[src/rtl/pci_arb_pkg.sv]
package pci_arb_pkg;
  typedef enum logic [1:0] {
    STEP_HOLD  = 2'd0,
    STEP_DROP  = 2'd1,
    STEP_ISSUE = 2'd2
  } gnt_step_e;
endpackage

[src/rtl/pci_rr_pick.sv]
module pci_rr_pick #(
  parameter int unsigned N  = 6,
  parameter int unsigned IW = $clog2(N)
) (
  input  logic [N-1:0]  req_i,
  input  logic [IW-1:0] ptr_i,
  output logic          hit_o,
  output logic [IW-1:0] idx_o
);
  logic [IW:0] sum;

  // scan from farthest to nearest so the nearest requester wins
  always_comb begin
    hit_o = 1'b0;
    idx_o = '0;
    sum   = '0;
    for (int off = N - 1; off >= 0; off--) begin
      sum = {1'b0, ptr_i} + (IW + 1)'(off);
      if (sum >= (IW + 1)'(N)) sum = sum - (IW + 1)'(N);
      if (req_i[sum[IW-1:0]]) begin
        hit_o = 1'b1;
        idx_o = sum[IW-1:0];
      end
    end
  end
endmodule

[src/rtl/pci_idle_timer.sv]
module pci_idle_timer #(
  parameter int unsigned W = 8
) (
  input  logic         clk_i,
  input  logic         rst_ni,
  input  logic         en_i,
  input  logic         busy_i,
  input  logic [W-1:0] limit_i,
  output logic         lp_o
);
  logic [W-1:0] cnt_q;
  logic         lp_q;
  logic [W:0]   cnt_nxt;

  assign cnt_nxt = {1'b0, cnt_q} + (W + 1)'(1);

  always_ff @(posedge clk_i or negedge rst_ni) begin
    if (!rst_ni) begin
      cnt_q <= '0;
      lp_q  <= 1'b0;
    end else if (!en_i || busy_i) begin
      cnt_q <= '0;
      lp_q  <= 1'b0;
    end else begin
      if (!lp_q) cnt_q <= cnt_nxt[W-1:0];
      lp_q <= lp_q | (cnt_nxt >= {1'b0, limit_i});
    end
  end

  assign lp_o = lp_q;
endmodule

[src/rtl/pci_park_arb.sv]
module pci_park_arb
  import pci_arb_pkg::*;
#(
  parameter int unsigned NUM_EXT  = 5,
  parameter int unsigned PARK_EXT = 0,
  parameter int unsigned IDLE_W   = 8
) (
  input  logic               clk_i,
  input  logic               rst_ni,
  input  logic [NUM_EXT-1:0] req_ni,
  input  logic               fwd_req_i,
  input  logic               hp_req_i,
  input  logic               ext_arb_i,
  input  logic               cfg_park_host_i,
  input  logic [NUM_EXT-1:0] cfg_pair_en_i,
  input  logic               cfg_fast_mode_i,
  input  logic [IDLE_W-1:0]  cfg_idle_limit_i,
  output logic [NUM_EXT-1:0] gnt_no,
  output logic               host_gnt_o,
  output logic               lp_o
);
  localparam int unsigned NUM_REQ  = NUM_EXT + 1;
  localparam int unsigned IW       = $clog2(NUM_REQ);
  localparam int unsigned HOST_IDX = NUM_EXT;

  logic [NUM_REQ-1:0] req_vec, gnt_q, tgt_oh;
  logic [IW-1:0]      ptr_q, pick_idx, park_idx, tgt_idx, ptr_nxt;
  logic               hit;
  gnt_step_e          step;

  assign req_vec = {fwd_req_i | hp_req_i, ~req_ni & cfg_pair_en_i};

  pci_rr_pick #(.N(NUM_REQ), .IW(IW)) i_pick (
    .req_i (req_vec),
    .ptr_i (ptr_q),
    .hit_o (hit),
    .idx_o (pick_idx)
  );

  assign park_idx = (cfg_park_host_i || !cfg_pair_en_i[PARK_EXT]) ? IW'(HOST_IDX) : IW'(PARK_EXT);
  assign tgt_idx  = hit ? pick_idx : park_idx;
  assign tgt_oh   = NUM_REQ'(1) << tgt_idx;
  assign ptr_nxt  = (tgt_idx == IW'(NUM_REQ - 1)) ? '0 : IW'(tgt_idx + 1'b1);

  always_comb begin
    if (ext_arb_i)             step = STEP_DROP;
    else if (gnt_q == tgt_oh)  step = STEP_HOLD;
    else if (gnt_q != '0)      step = STEP_DROP;
    else                       step = STEP_ISSUE;
  end

  always_ff @(posedge clk_i or negedge rst_ni) begin
    if (!rst_ni) begin
      gnt_q <= '0;
      ptr_q <= '0;
    end else begin
      unique case (step)
        STEP_DROP:  gnt_q <= '0;
        STEP_ISSUE: gnt_q <= tgt_oh;
        default:    gnt_q <= gnt_q;
      endcase
      // parking does not move the rotation
      if (step != STEP_DROP && hit) ptr_q <= ptr_nxt;
    end
  end

  for (genvar i = 0; i < NUM_EXT; i++) begin : g_gnt
    assign gnt_no[i] = ~gnt_q[i];
  end
  assign host_gnt_o = gnt_q[HOST_IDX];

  pci_idle_timer #(.W(IDLE_W)) i_idle (
    .clk_i   (clk_i),
    .rst_ni  (rst_ni),
    .en_i    (cfg_fast_mode_i),
    .busy_i  (hit),
    .limit_i (cfg_idle_limit_i),
    .lp_o    (lp_o)
  );
endmodule

[config.mk]
export PLATFORM = sky130hd
export DESIGN_NAME = pci_park_arb
export DESIGN_NICKNAME = d
export VERILOG_FILES = /design/src/rtl/pci_arb_pkg.sv /design/src/rtl/pci_rr_pick.sv /design/src/rtl/pci_idle_timer.sv /design/src/rtl/pci_park_arb.sv
export SDC_FILE = /design/constraint.sdc
export NUM_CORES = 1
export LEC_CHECK = 0
export BUFFER_PORTS_ARGS = -buffer_cell sky130_fd_sc_hd__buf_2
export CAP_MARGIN = 20
export CORE_MARGIN = 1.5
export CORE_UTILIZATION = 53
export DETAILED_ROUTE_END_ITERATION = 10
export PLACE_DENSITY = 0.77
export SLEW_MARGIN = 25
export SYNTH_ARGS = -nofsm -noshare
export SYNTH_HDL_FRONTEND = slang
export SYNTH_SLANG_ARGS = --single-unit
[constraint.sdc]
create_clock -name clk_i -period 4.7 [get_ports clk_i]
set_clock_uncertainty 0.05 [all_clocks]
set_input_delay 0.94 -clock clk_i [delete_from_list [all_inputs] [get_ports clk_i]]
set_output_delay 0.94 -clock clk_i [all_outputs]
set_load 0.02 [all_outputs]
## Word level (Yosys, flattened, before mapping)

Index checks and enable logic that the tools add are counted.

- $add $sub $neg: 13
- Magnitude comparators: 13
- Equal/unequal tests: 6
- Shift-type cells: 1
- Multiplexer cells: 40
- Bitwise logic cells: 9
- Reductions and logical operators: 7

Operator list:

| cell | count |
|---|---|
| 2-to-1 mux 3 bit | 15 |
| less-than comparator 3 x 4 -> 1 bit, second input constant | 6 |
| greater-or-equal comparator 4 x 3 -> 1 bit, second input constant | 5 |
| binary-select mux 1 bit (select 3 bit) | 6 |
| subtractor 3 bit, second input constant | 6 |
| 2-to-1 mux 8 bit | 2 |
| 2-to-1 mux 1 bit | 13 |
| case mux 6 bit (2 select lines) | 1 |
| adder 8 x 1 -> 9 bit, second input constant | 1 |
| greater-or-equal comparator 9 x 8 -> 1 bit | 1 |
| adder 3 x 2 -> 4 bit, second input constant | 2 |
| adder 3 x 3 -> 4 bit, second input constant | 2 |
| == test 6 bit | 1 |
| 2-to-1 mux 2 bit | 3 |
| nonzero test 6 bit | 1 |
| << shifter 1 x 3 -> 6 bit, first input constant | 1 |
| bitwise AND 5 bit | 1 |
| inverter 1 bit | 5 |
| inverter 5 bit | 1 |
| adder 3 x 1 -> 4 bit, second input constant | 1 |
| adder 3 x 1 -> 3 bit, second input constant | 1 |
| == test 3 bit, second input constant | 1 |
| greater-or-equal comparator 3 bit, second input constant | 1 |
| == test 2 x 1 -> 1 bit, second input constant | 1 |
| other kinds (8) | 11 |

- Bits in registers: 18
- Input bits: 25
- Output and inout bits: 7

## Depth between registers and ports, before layout

Gate-level depths: netlist of run 1.

- Depth after elaboration: 18
- Gate-level depth with buffers: 21
- Gate-level depth less buffers: 18

## By module

A second synthesis of run 1 with hierarchy kept.

- Cell total of the unflattened synthesis: 272
- Area, all modules: 2,359.8 um2

Modules (own cells, without submodules):

| module | instances | cells each | area each (um2) | seq. area each (um2) |
|---|---|---|---|---|
| pci_rr_pick | 1 | 120 | 964.7 | 0.0 |
| pci_idle_timer | 1 | 78 | 704.4 | 225.2 |
| pci_park_arb | 1 | 74 | 690.7 | 225.2 |

## Worst setup path after synthesis of run 1

Ideal clock, no wire load.

- Path type: input to register
- Start: in req_ni[2]
- End: reg ptr_q[1]
- Data arrival time: 4.479 ns
- Setup slack: 0.046 ns
- Stages: 16
- Path buffers: 1
- Cells stage by stage: or3b_1 > a2111oi_2 > a311oi_2 > nor4b_4 > and4_1 > buf_6 > a311oi_4 > or2_4 > nor2_1 > ha_1 > xor2_1 > a311oi_4 > a2111o_1 > ha_1 > nor2_1 > mux2_2

- Cells in the longest elaborated chain, start to end: 17
- Elaborated cells between the ends (all ways): 36

RTL lines:

| what | RTL line | RTL |
|---|---|---|
| start, declared | pci_park_arb.sv:10 | `input logic [NUM_EXT-1:0] req_ni,` |
| inverter 5 bit (*) | pci_park_arb.sv:31 | `assign req_vec = {fwd_req_i \| hp_req_i, ~req_ni & cfg_pair_en_i};` |
| bitwise AND 5 bit (*) | pci_park_arb.sv:31 |  |
| binary-select mux 1 bit (select 3 bit) | pci_rr_pick.sv:20 | `if (req_i[sum[IW-1:0]]) begin` |
| 2-to-1 mux 1 bit (not written as such) | pci_rr_pick.sv:20 |  |
| 2-to-1 mux 3 bit or 2-to-1 mux 1 bit (tied branches) (6 in a row) | pci_rr_pick.sv:20 |  |
| 2-to-1 mux 3 bit | pci_park_arb.sv:41 | `assign tgt_idx = hit ? pick_idx : park_idx;` |
| << shifter 1 x 3 -> 6 bit | pci_park_arb.sv:42 | `assign tgt_oh = NUM_REQ'(1) << tgt_idx;` |
| == test 6 bit | pci_park_arb.sv:47 | `else if (gnt_q == tgt_oh) step = STEP_HOLD;` |
| 2-to-1 mux 2 bit | pci_park_arb.sv:47 |  |
| 2-to-1 mux 2 bit | pci_park_arb.sv:46 | `if (ext_arb_i) step = STEP_DROP;` |
| inequality test 2 x 1 -> 1 bit | pci_park_arb.sv:63 | `if (step != STEP_DROP && hit) ptr_q <= ptr_nxt;` |
| logical AND 1 bit | pci_park_arb.sv:63 |  |
| end signal, assigned | pci_park_arb.sv:63 |  |
| end, declared | pci_park_arb.sv:27 | `logic [IW-1:0] ptr_q, pick_idx, park_idx, tgt_idx, ptr_nxt;` |

Every way passes the cells marked *; elsewhere a longest branch is shown, timed or not. The select of a mux whose other input is x is not followed.
A chain may end at the register's enable or synchronous reset.

## Worst setup path in the final report of run 1

- Start: in req_ni[2]
- End: reg ptr_q[2]

The elaborated chain is that of the path after synthesis.

==> impl_metrics.env, run 1 <==
export IMPL_synth_cell_types=72
export IMPL_path_max_fanout=4
export IMPL_fp_dieH_um=70.5
export IMPL_io_buffers=31
export IMPL_clock_sinks=18
export IMPL_grt_pass1_wl_um=10400
export IMPL_num_antenna_cells=0
export IMPL_cts_tree="built"
export IMPL_arrival_ns=4.66
export IMPL_final_max_slew_violation_count=0
export IMPL_ant_nets=0
export IMPL_synth_net_count=329
export IMPL_core_area_um2=4380
export IMPL_nets=397
export IMPL_hold_path_startpoint="gnt_q[1]$_DFFE_PN0P_"
export IMPL_firstDrtPassIters=5
export IMPL_crit_path_end_kind="flip-flop"
export IMPL_synth_edf_count=0
export IMPL_yosysWarningCount=0
export IMPL_clock_latency_ns=0.26
export IMPL_drive_gt1_share_pct=33.0
export IMPL_cap_violations=0
export IMPL_drtIter0Drc=180
export IMPL_hold_violations=0
export IMPL_grt_pass1_vias=2376
export IMPL_yosys_most_used_dff="dfrtp_1"
export IMPL_gp_congestion=0.947
export IMPL_overflow=0
export IMPL_num_vias=2457
export IMPL_layout_common_cells="buf_4 (41), buf_2 (31), nor2_1 (25)"
export IMPL_htree_levels=1
export IMPL_start_util_pct=55.1
export IMPL_syn2layout_area_growth_pct=24.7
export IMPL_worstSetupPathType="in2reg"
export IMPL_vias_per_cell=6.10
export IMPL_regToRegSetupSlack_ns=0.18
export IMPL_track_usage_pct=25.4
export IMPL_hold_buffers=0
export IMPL_synthArstFlopShare_pct=100
export IMPL_wl_per_cell_um=15.7
export IMPL_r2r_cells=18
export IMPL_ys_seq_elements=18
export IMPL_syn_inst=284
export IMPL_clk_path_buf_depth=2
export IMPL_die_w_um=70.5
export IMPL_cts_made_buffers=3
export IMPL_fmaxAchievable_mhz=220
export IMPL_outcome="finished, final reports clean"
export IMPL_hold_path_class="reg2reg"
export IMPL_holdPathEnd="gnt_q[1]$_DFFE_PN0P_"
export IMPL_clk_pin_slew_ns=0.07
export IMPL_relSlewSlack_pct=71.6
export IMPL_report_final_setup_viol=0
export IMPL_fin_ws_ns=0.157
export IMPL_final_period_utilization_pct=96.7
export IMPL_io_pins=32
export IMPL_grt_max_degree=22
export IMPL_fin_crit_ns=4.54
export IMPL_core_rowCount=24
export IMPL_timing_rr_end="ptr_q[2]$_DFFE_PN0P_"
export IMPL_hpwl_um=4900
export IMPL_syn_area_um2=2410
export IMPL_die_area_um2=4970
export IMPL_root_buffer="clkbuf_8"
export IMPL_pre_cts_slack_ns=-0.127
export IMPL_antenna_found_initial=0
export IMPL_cp_required_ns=4.82
export IMPL_rr_startpoint="ptr_q[1]$_DFFE_PN0P_"
export IMPL_worstMarginPinSlew_ns=0.426
export IMPL_avgSynthCellArea_um2=8.50
export IMPL_synth_seq_area_share_pct=18.7
export IMPL_wirelength_um=6320
export IMPL_final_common_cell="buf_4"
export IMPL_hold_path_depth=2
export IMPL_start_kind="input pin"
export IMPL_drc=0
[repair_timing]
item,in CTS,in global routing
resized for setup,0,18
setup buffers,0,2
setup endpoints to repair,0,9
[layer usage]
metal  share of wire (%)  routed length, µm  GRT usage [%]  up-vias
li1                    -                  -              -     1186
met1                  43               2750           32.9     1154
met2                  48               3020           42.9      105
met3                 7.0                441           5.48       12
met4                 1.8                111           6.84        0
met5                   0                  0              0        -
[kinds of logic (layout without fill, tap and decap cells)]
family,Yosys count,after routing,share of synthesized area (%)
flops,18,18,18.7
xor+xnor,21,21,7.93
mux,3,3,1.81
compound gates,73,73,26.8
buf+inv,28,95,5.54
fa+ha+maj,20,20,10.4
simple gates,121,121,28.9
[worst max-delay path by stage]
stage / startpoint / end
after floorplan: req_ni[2] / ptr_q[1]$_DFFE_PN0P_
after global placement: req_ni[2] / ptr_q[1]$_DFFE_PN0P_
after detailed placement: cfg_pair_en_i[2] / gnt_q[4]$_DFFE_PN0P_
after CTS: ptr_q[1]$_DFFE_PN0P_ / ptr_q[1]$_DFFE_PN0P_
after global routing: ptr_q[1]$_DFFE_PN0P_ / ptr_q[2]$_DFFE_PN0P_
final: req_ni[2] / ptr_q[2]$_DFFE_PN0P_
[stage by stage]
| stage | util (%) | hold slack [ns] | TNS, ns | std cells | instance area (µm²) |
|---|---|---|---|---|---|
| 2_1_floorplan | - | 0.441 | 0 | 284 | 2410 |
| 3_3_place_gp | 65.4 | 0.471 | -0.0602 | 397 | 2870 |
| 3_5_place_dp | 65.4 | 0.478 | -0.515 | 397 | 2870 |
| 4_1_cts | 66.6 | 0.496 | 0 | 401 | 2920 |
| 5_1_grt | 68.7 | 0.550 | -0.0566 | 403 | 3010 |
| 6_report | 68.7 | 0.494 | 0 | 403 | 3010 |
[registers in the layout, summed over array words and instances, names as in the netlist]
| name | count |
|---|---|
| i_idle.cnt_q | 8 |
| gnt_q | 6 |
| i_idle.lp_o | 1 |
| ptr_q | 3 |
[synthesized netlist by cell type, types with 3 or more instances]
master | instances | area, µm²
a31oi_1 | 4 | 25.0
inv_1 | 18 | 67.6
nor3_1 | 8 | 40.0
o31ai_1 | 3 | 22.5
a211oi_2 | 3 | 37.5
buf_6 | 3 | 33.8
clkbuf_1 | 3 | 11.3
o22ai_1 | 4 | 25.0
nor2_1 | 25 | 93.8
nand2b_1 | 4 | 25.0
o21ai_0 | 10 | 50.1
xor2_1 | 8 | 70.1
a21oi_1 | 8 | 40.0
and4_1 | 3 | 26.3
or3b_1 | 4 | 35.0
nand4_1 | 5 | 31.3
nand3_1 | 8 | 40.0
a211oi_1 | 3 | 22.5
nor2b_1 | 11 | 68.8
xnor2_1 | 12 | 105
a311oi_4 | 3 | 78.8
nand2_1 | 21 | 78.8
ha_1 | 20 | 250
nor4_1 | 3 | 18.8
and2_1 | 5 | 31.3
a211o_1 | 3 | 26.3
o21a_1 | 5 | 37.5
nand3b_1 | 3 | 22.5
dfrtp_1 | 18 | 450
[layout make-up]
| class | count | area [µm²] |
|---|---|---|
| clock buffer | 4 | 55.1 |
| fill | 336 | 1370 |
| inverter | 19 | 71.3 |
| multi-input combinational | 238 | 1900 |
| sequential | 18 | 453 |
| tap | 52 | 65.1 |
| timing repair buffer | 72 | 463 |
[worst max-delay path, stage by stage]
cell and delay [ns]:
buf_2 0.11, or3b_4 0.40, a2111oi_4 0.37, a311oi_2 0.11, buf_4 0.17, and4_1 0.17
a311oi_2 0.32, a311oi_4 0.08, or2_4 0.25, nor2_1 0.10, ha_1 0.21, xor2_2 0.20
a311oi_4 0.09, a2111o_1 0.41, ha_1 0.21, or3_1 0.37, o22ai_1 0.16
Power of run 1 is not shown: default switching activity piles up to over one toggle a cycle in this logic, so the estimate is an artifact.
==> run 2: changes to the inputs <==
- CTS_CLUSTER_DIAMETER: not set -> 200
- SYNTH_HIERARCHICAL: not set -> 1
==> impl_metrics.env, run 2 <==
export IMPL_avgSynthCellArea_um2=8.68
export IMPL_final_instance_count_excl_fill=370
export IMPL_synth_cell_types=67
export IMPL_root_buffer="clkbuf_8"
export IMPL_drc=0
export IMPL_fp_dieH_um=69.7
export IMPL_multi_input_area_um2=1790
export IMPL_fin_ws_ns=0.124
export IMPL_grt_pass1_vias=2000
export IMPL_path_max_fanout=5
export IMPL_syn_area_um2=2360
export IMPL_cp_required_ns=4.79
export IMPL_regToRegSetupSlack_ns=0.24
export IMPL_die_w_um=69.7
export IMPL_cp_num_buf_inv=2
export IMPL_yosysTopAreaCellShare_pct=19.1
export IMPL_core_rowCount=24
export IMPL_wl_per_cell_um=14.9
export IMPL_cap_violations=0
export IMPL_clk_path_buf_depth=2
export IMPL_drive_gt1_share_pct=28.3
export IMPL_path_depth=17
export IMPL_core_area_um2=4320
export IMPL_cp_top_family="simple AND/OR/NAND/NOR gates"
export IMPL_synth_commonest_cells="ha_1 (21), inv_1 (21), o21ai_0 (19)"
export IMPL_syn2layout_area_growth_pct=16.6
export IMPL_ys_top_cells_by_area="dfrtp_1 (19%), ha_1 (11%), o21ai_0 (4.0%)"
export IMPL_endpoint="ptr_q[1]$_DFFE_PN0P_"
export IMPL_largest_reg_flops=8
export IMPL_cts_made_buffers=3
export IMPL_crit_path_cell_trace="buf_2 -> or2_2 -> mux4_1 -> a22o_1 -> a31oi_1 -> nand3_1 -> a31oi_1 -> o21ai_1 -> buf_4 -> nand2b_1 -> o21ai_0 -> nand3_1 -> nor4_4 -> a21boi_1 -> ha_1 -> or2b_1 -> mux2_2"
export IMPL_antenna_found_initial=0
export IMPL_synthArstFlopShare_pct=100
export IMPL_clk_pin_slew_ns=0.07
export IMPL_io_pins=32
export IMPL_fin_crit_ns=4.58
export IMPL_nets=365
export IMPL_drtIter0Drc=157
export IMPL_worstSetupPathType="in2reg"
export IMPL_rr_startpoint="ptr_q[2]$_DFFE_PN0P_"
export IMPL_layout_common_cells="buf_2 (31), inv_1 (21), buf_4 (21)"
export IMPL_hold_buffers=0
export IMPL_report_final_setup_viol=0
export IMPL_yosysWarningCount=6
export IMPL_tns_ns=0
export IMPL_fin_util_pct=63.7
export IMPL_ant_nets=0
export IMPL_gp_congestion=0.933
export IMPL_layout_area_seq_um2=452
export IMPL_netlist_top_cell_by_area="dfrtp_1"
export IMPL_cts_tree="built"
export IMPL_regMostFlops="i_idle/cnt_q"
export IMPL_crit_path_top_delay_cell="mux4_1"
export IMPL_syn_inst=272
export IMPL_r2r_cells=17
export IMPL_num_vias=2181
export IMPL_ys_seq_elements=18
export IMPL_final_period_utilization_pct=97.4
export IMPL_final_common_cell="buf_2"
export IMPL_wirelength_um=5500
export IMPL_clock_latency_ns=0.25
export IMPL_synth_edf_count=0
export IMPL_fmaxAchievable_mhz=219
export IMPL_outcome="finished, final reports clean"
export IMPL_synth_seq_area_share_pct=19.1
export IMPL_grt_pass1_wl_um=9090
export IMPL_start_kind="input pin"
export IMPL_worstMarginPinSlew_ns=0.503
export IMPL_hold_path_class="reg2reg"
export IMPL_hpwl_um=4230
export IMPL_hold_violations=0
export IMPL_htree_levels=1
export IMPL_io_buffers=31
export IMPL_largest_registers="i_idle/cnt_q: 8 flops, gnt_q: 6 flops, ptr_q: 3 flops"
export IMPL_timing_rr_end="ptr_q[1]$_DFFE_PN0P_"
export IMPL_die_area_um2=4860
export IMPL_critPathLaunch="hp_req_i"
export IMPL_pre_cts_slack_ns=-0.158
export IMPL_track_usage_pct=22.6
export IMPL_clock_sinks=18
export IMPL_place_inst=366
export IMPL_critPathMaxStageDelay_ns=0.53
export IMPL_relSlewSlack_pct=66.1
export IMPL_fillers=356
export IMPL_num_antenna_cells=0
export IMPL_overflow=0
export IMPL_grt_max_degree=19
export IMPL_start_util_pct=54.6
export IMPL_yosys_most_used_dff="dfrtp_1"
export IMPL_vias_per_cell=5.89
export IMPL_arrival_ns=4.67
export IMPL_firstDrtPassIters=4
export IMPL_final_max_slew_violation_count=0
export IMPL_synth_net_count=318
export IMPL_crit_path_end_kind="flip-flop"
run 2: cell types whose count changed after synthesis, moves of 4 or more:
cell     previous run  this run
o21ai_0            10        19
nor2_1             25        18
and2_1              5         0
mux2_2              1         6
mux2i_1             1         6
a22o_1              0         4
or3b_1              4         0
run 2: area by class of cell:
cell class              count  area share [%]
well taps                  52            2.36
clock buffers               4            2.00
inverters                  21            2.86
repair buffers             52            11.4
flip-flops and latches     18            16.4
multi-input cells         223            65.0
run 2: worst min-delay path, cell delays in order, from the launching register on:
cell and delay, ns:
dfrtp_1 0.41, nand2_1 0.06, o21ai_0 0.07
run 2: per-stage QoR:
| stage | area [µm²] | hold WS [ns] |
|---|---|---|
| 2_1_floorplan | 2360 | 0.450 |
| 3_3_place_gp | 2670 | 0.507 |
| 3_5_place_dp | 2670 | 0.523 |
| 4_1_cts | 2720 | 0.538 |
| 5_1_grt | 2750 | 0.576 |
| 6_report | 2750 | 0.531 |
run 2: timing repair:
item | CTS | global route
resized for setup | 0 | 7
setup endpoints to repair | 0 | 9
setup buffers | 0 | 0
run 2: per-layer routing:
layer / wire length [µm] / track usage, %
met2: 2780 / 40.1
met4: 89 / 3.63
met1: 2380 / 29.2
met3: 256 / 3.92
met5: 0 / 0
run 2: logic make-up after synthesis:
logic type	count (synthesis)	share of synthesized area [%]
flops	18	19.1
mux	16	9.07
compound gates	65	19.4
simple gates	99	25.1
fa+ha+maj	21	11.1
xor+xnor	22	9.92
buf+inv	31	6.31
run 2: how the worst min path moves through the flow:
stage	startpoint	to	slack, ns	cells after the start
final	gnt_q[3]$_DFFE_PN0P_	gnt_q[3]$_DFFE_PN0P_	0.53	2
after global routing	rst_ni	i_idle/cnt_q[7]$_DFFE_PN0P_	0.58	1
after CTS	gnt_q[3]$_DFFE_PN0P_	gnt_q[3]$_DFFE_PN0P_	0.54	2
after detailed placement	gnt_q[5]$_DFFE_PN0P_	gnt_q[5]$_DFFE_PN0P_	0.52	1
after global placement	gnt_q[1]$_DFFE_PN0P_	gnt_q[1]$_DFFE_PN0P_	0.51	2
after floorplan	ptr_q[2]$_DFFE_PN0P_	ptr_q[2]$_DFFE_PN0P_	0.45	2
Power of run 2 is left out for the same reason.
==> run 3: changes to the inputs <==
- CORE_MARGIN: 1.5 -> 8
==> impl_metrics.env, run 3 (same netlist as run 2, synthesis figures left out) <==
export IMPL_arrival_ns=4.60
export IMPL_final_max_slew_violation_count=0
export IMPL_crit_path_end_kind="flip-flop"
export IMPL_start_util_pct=54.6
export IMPL_regMostFlops="i_idle/cnt_q"
export IMPL_gp_congestion=0.936
export IMPL_fin_util_pct=63.5
export IMPL_grt_setup_unrepaired="no"
export IMPL_clk_pin_slew_ns=0.07
export IMPL_num_vias=2132
export IMPL_wl_per_cell_um=14.2
export IMPL_place_inst=368
export IMPL_cp_top_family="simple AND/OR/NAND/NOR gates"
export IMPL_dpl_cell_area_um2=2680
export IMPL_hold_path_class="reg2reg"
export IMPL_cap_violations=0
export IMPL_layout_area_seq_um2=450
export IMPL_worstMarginPinSlew_ns=0.508
export IMPL_final_period_utilization_pct=95.9
export IMPL_path_max_fanout=7
export IMPL_drc=0
export IMPL_hpwl_um=4340
export IMPL_hold_buffers=0
export IMPL_core_area_um2=4320
export IMPL_die_w_um=82.7
export IMPL_drtIter0Drc=103
export IMPL_ant_nets=0
export IMPL_cts_resized=0
export IMPL_postCtsSetupBuffers=0
export IMPL_firstDrtPassIters=4
export IMPL_critPathMaxStageDelay_ns=0.51
export IMPL_core_rowCount=24
export IMPL_fin_crit_ns=4.51
export IMPL_clock_latency_ns=0.26
export IMPL_largest_reg_flops=8
export IMPL_multi_input_area_um2=1770
export IMPL_root_buffer="clkbuf_8"
export IMPL_cp_num_buf_inv=2
export IMPL_timing_rr_end="ptr_q[1]$_DFFE_PN0P_"
export IMPL_critPathLaunch="hp_req_i"
export IMPL_track_usage_pct=16.4
export IMPL_fillers=402
export IMPL_syn2layout_area_growth_pct=16.4
export IMPL_largest_registers="i_idle/cnt_q: 8 flops, gnt_q: 6 flops, ptr_q: 3 flops"
export IMPL_wirelength_um=5290
export IMPL_cts_made_buffers=3
export IMPL_nets=367
export IMPL_final_area_um2=2750
export IMPL_hold_violations=0
export IMPL_drive_gt1_share_pct=27.8
export IMPL_htree_levels=1
export IMPL_hold_path_depth=2
export IMPL_crit_path_cell_trace="buf_2 -> or2_2 -> mux4_1 -> a22o_1 -> nor2_1 -> nand2_1 -> or3_1 -> buf_4 -> and4bb_4 -> xnor2_2 -> o21ai_2 -> nor4_4 -> a21boi_1 -> ha_1 -> or2b_1 -> mux2_2"
export IMPL_io_buffers=31
export IMPL_io_pins=32
export IMPL_clk_path_buf_depth=2
export IMPL_relSlewSlack_pct=65.8
export IMPL_r2r_cells=16
export IMPL_final_common_cell="buf_2"
export IMPL_report_final_setup_viol=0
export IMPL_cts_tree="built"
export IMPL_cp_required_ns=4.80
export IMPL_start_kind="input pin"
export IMPL_regToRegSetupSlack_ns=0.30
export IMPL_grt_pass1_wl_um=9070
export IMPL_grt_pass1_vias=2067
export IMPL_fp_dieH_um=82.7
export IMPL_crit_path_top_delay_cell="mux4_1"
export IMPL_worstSetupPathType="in2reg"
export IMPL_overflow=0
export IMPL_grt_max_degree=19
export IMPL_layout_common_cells="buf_2 (31), buf_4 (23), inv_1 (21)"
export IMPL_hold_path_startpoint="gnt_q[3]$_DFFE_PN0P_"
export IMPL_die_area_um2=6840
export IMPL_vias_per_cell=5.73
export IMPL_num_antenna_cells=0
export IMPL_outcome="finished, final reports clean"
export IMPL_antenna_found_initial=0
export IMPL_final_instance_count_excl_fill=372
export IMPL_holdPathEnd="gnt_q[3]$_DFFE_PN0P_"
export IMPL_clock_sinks=18
export IMPL_whs_ns=0.517
export IMPL_rr_startpoint="ptr_q[0]$_DFFE_PN0P_"
export IMPL_fmaxAchievable_mhz=222
## run 3: cell count changes in the layout (fill, tap and decap cells not counted), sizes merged
cell / before / now
buf: 52 / 54
## run 3: area by class of cell
type                       count  share of cell area, %
clock buffer                   4                   2.00
inverter                      21                   2.87
timing repair buffer          54                   11.9
sequential                    18                   16.4
tap                           52                   2.37
multi-input combinational    223                   64.4
## run 3: metal layers
layer,track usage (%),vias up,routed length [µm]
met5,0,-,0
met4,3.62,0,63
met3,2.49,9,291
met2,28.4,44,2580
met1,21.0,1003,2350
li1,-,1076,-
## run 3: how the worst max path moves through the flow
stage,cells after the start,to
after global routing,16,ptr_q[1]$_DFFE_PN0P_
after detailed placement,16,ptr_q[1]$_DFFE_PN0P_
after global placement,17,gnt_q[4]$_DFFE_PN0P_
after floorplan,16,ptr_q[1]$_DFFE_PN0P_
after CTS,16,ptr_q[1]$_DFFE_PN0P_
final,16,ptr_q[1]$_DFFE_PN0P_
## run 3: worst min-delay path, stage by stage (launching register included)
cell and delay (ns):
dfrtp_1 0.41, nand2_1 0.06, o21ai_0 0.06
## run 3: stage by stage
step,setup WS [ns],TNS (ns)
floorplan,0.116,0
global placement,-0.0166,-0.0448
detailed placement,-0.119,-0.628
CTS,0.128,0
global route,0.0230,0
finish,0.194,0
Power of run 3 is left out for the same reason.
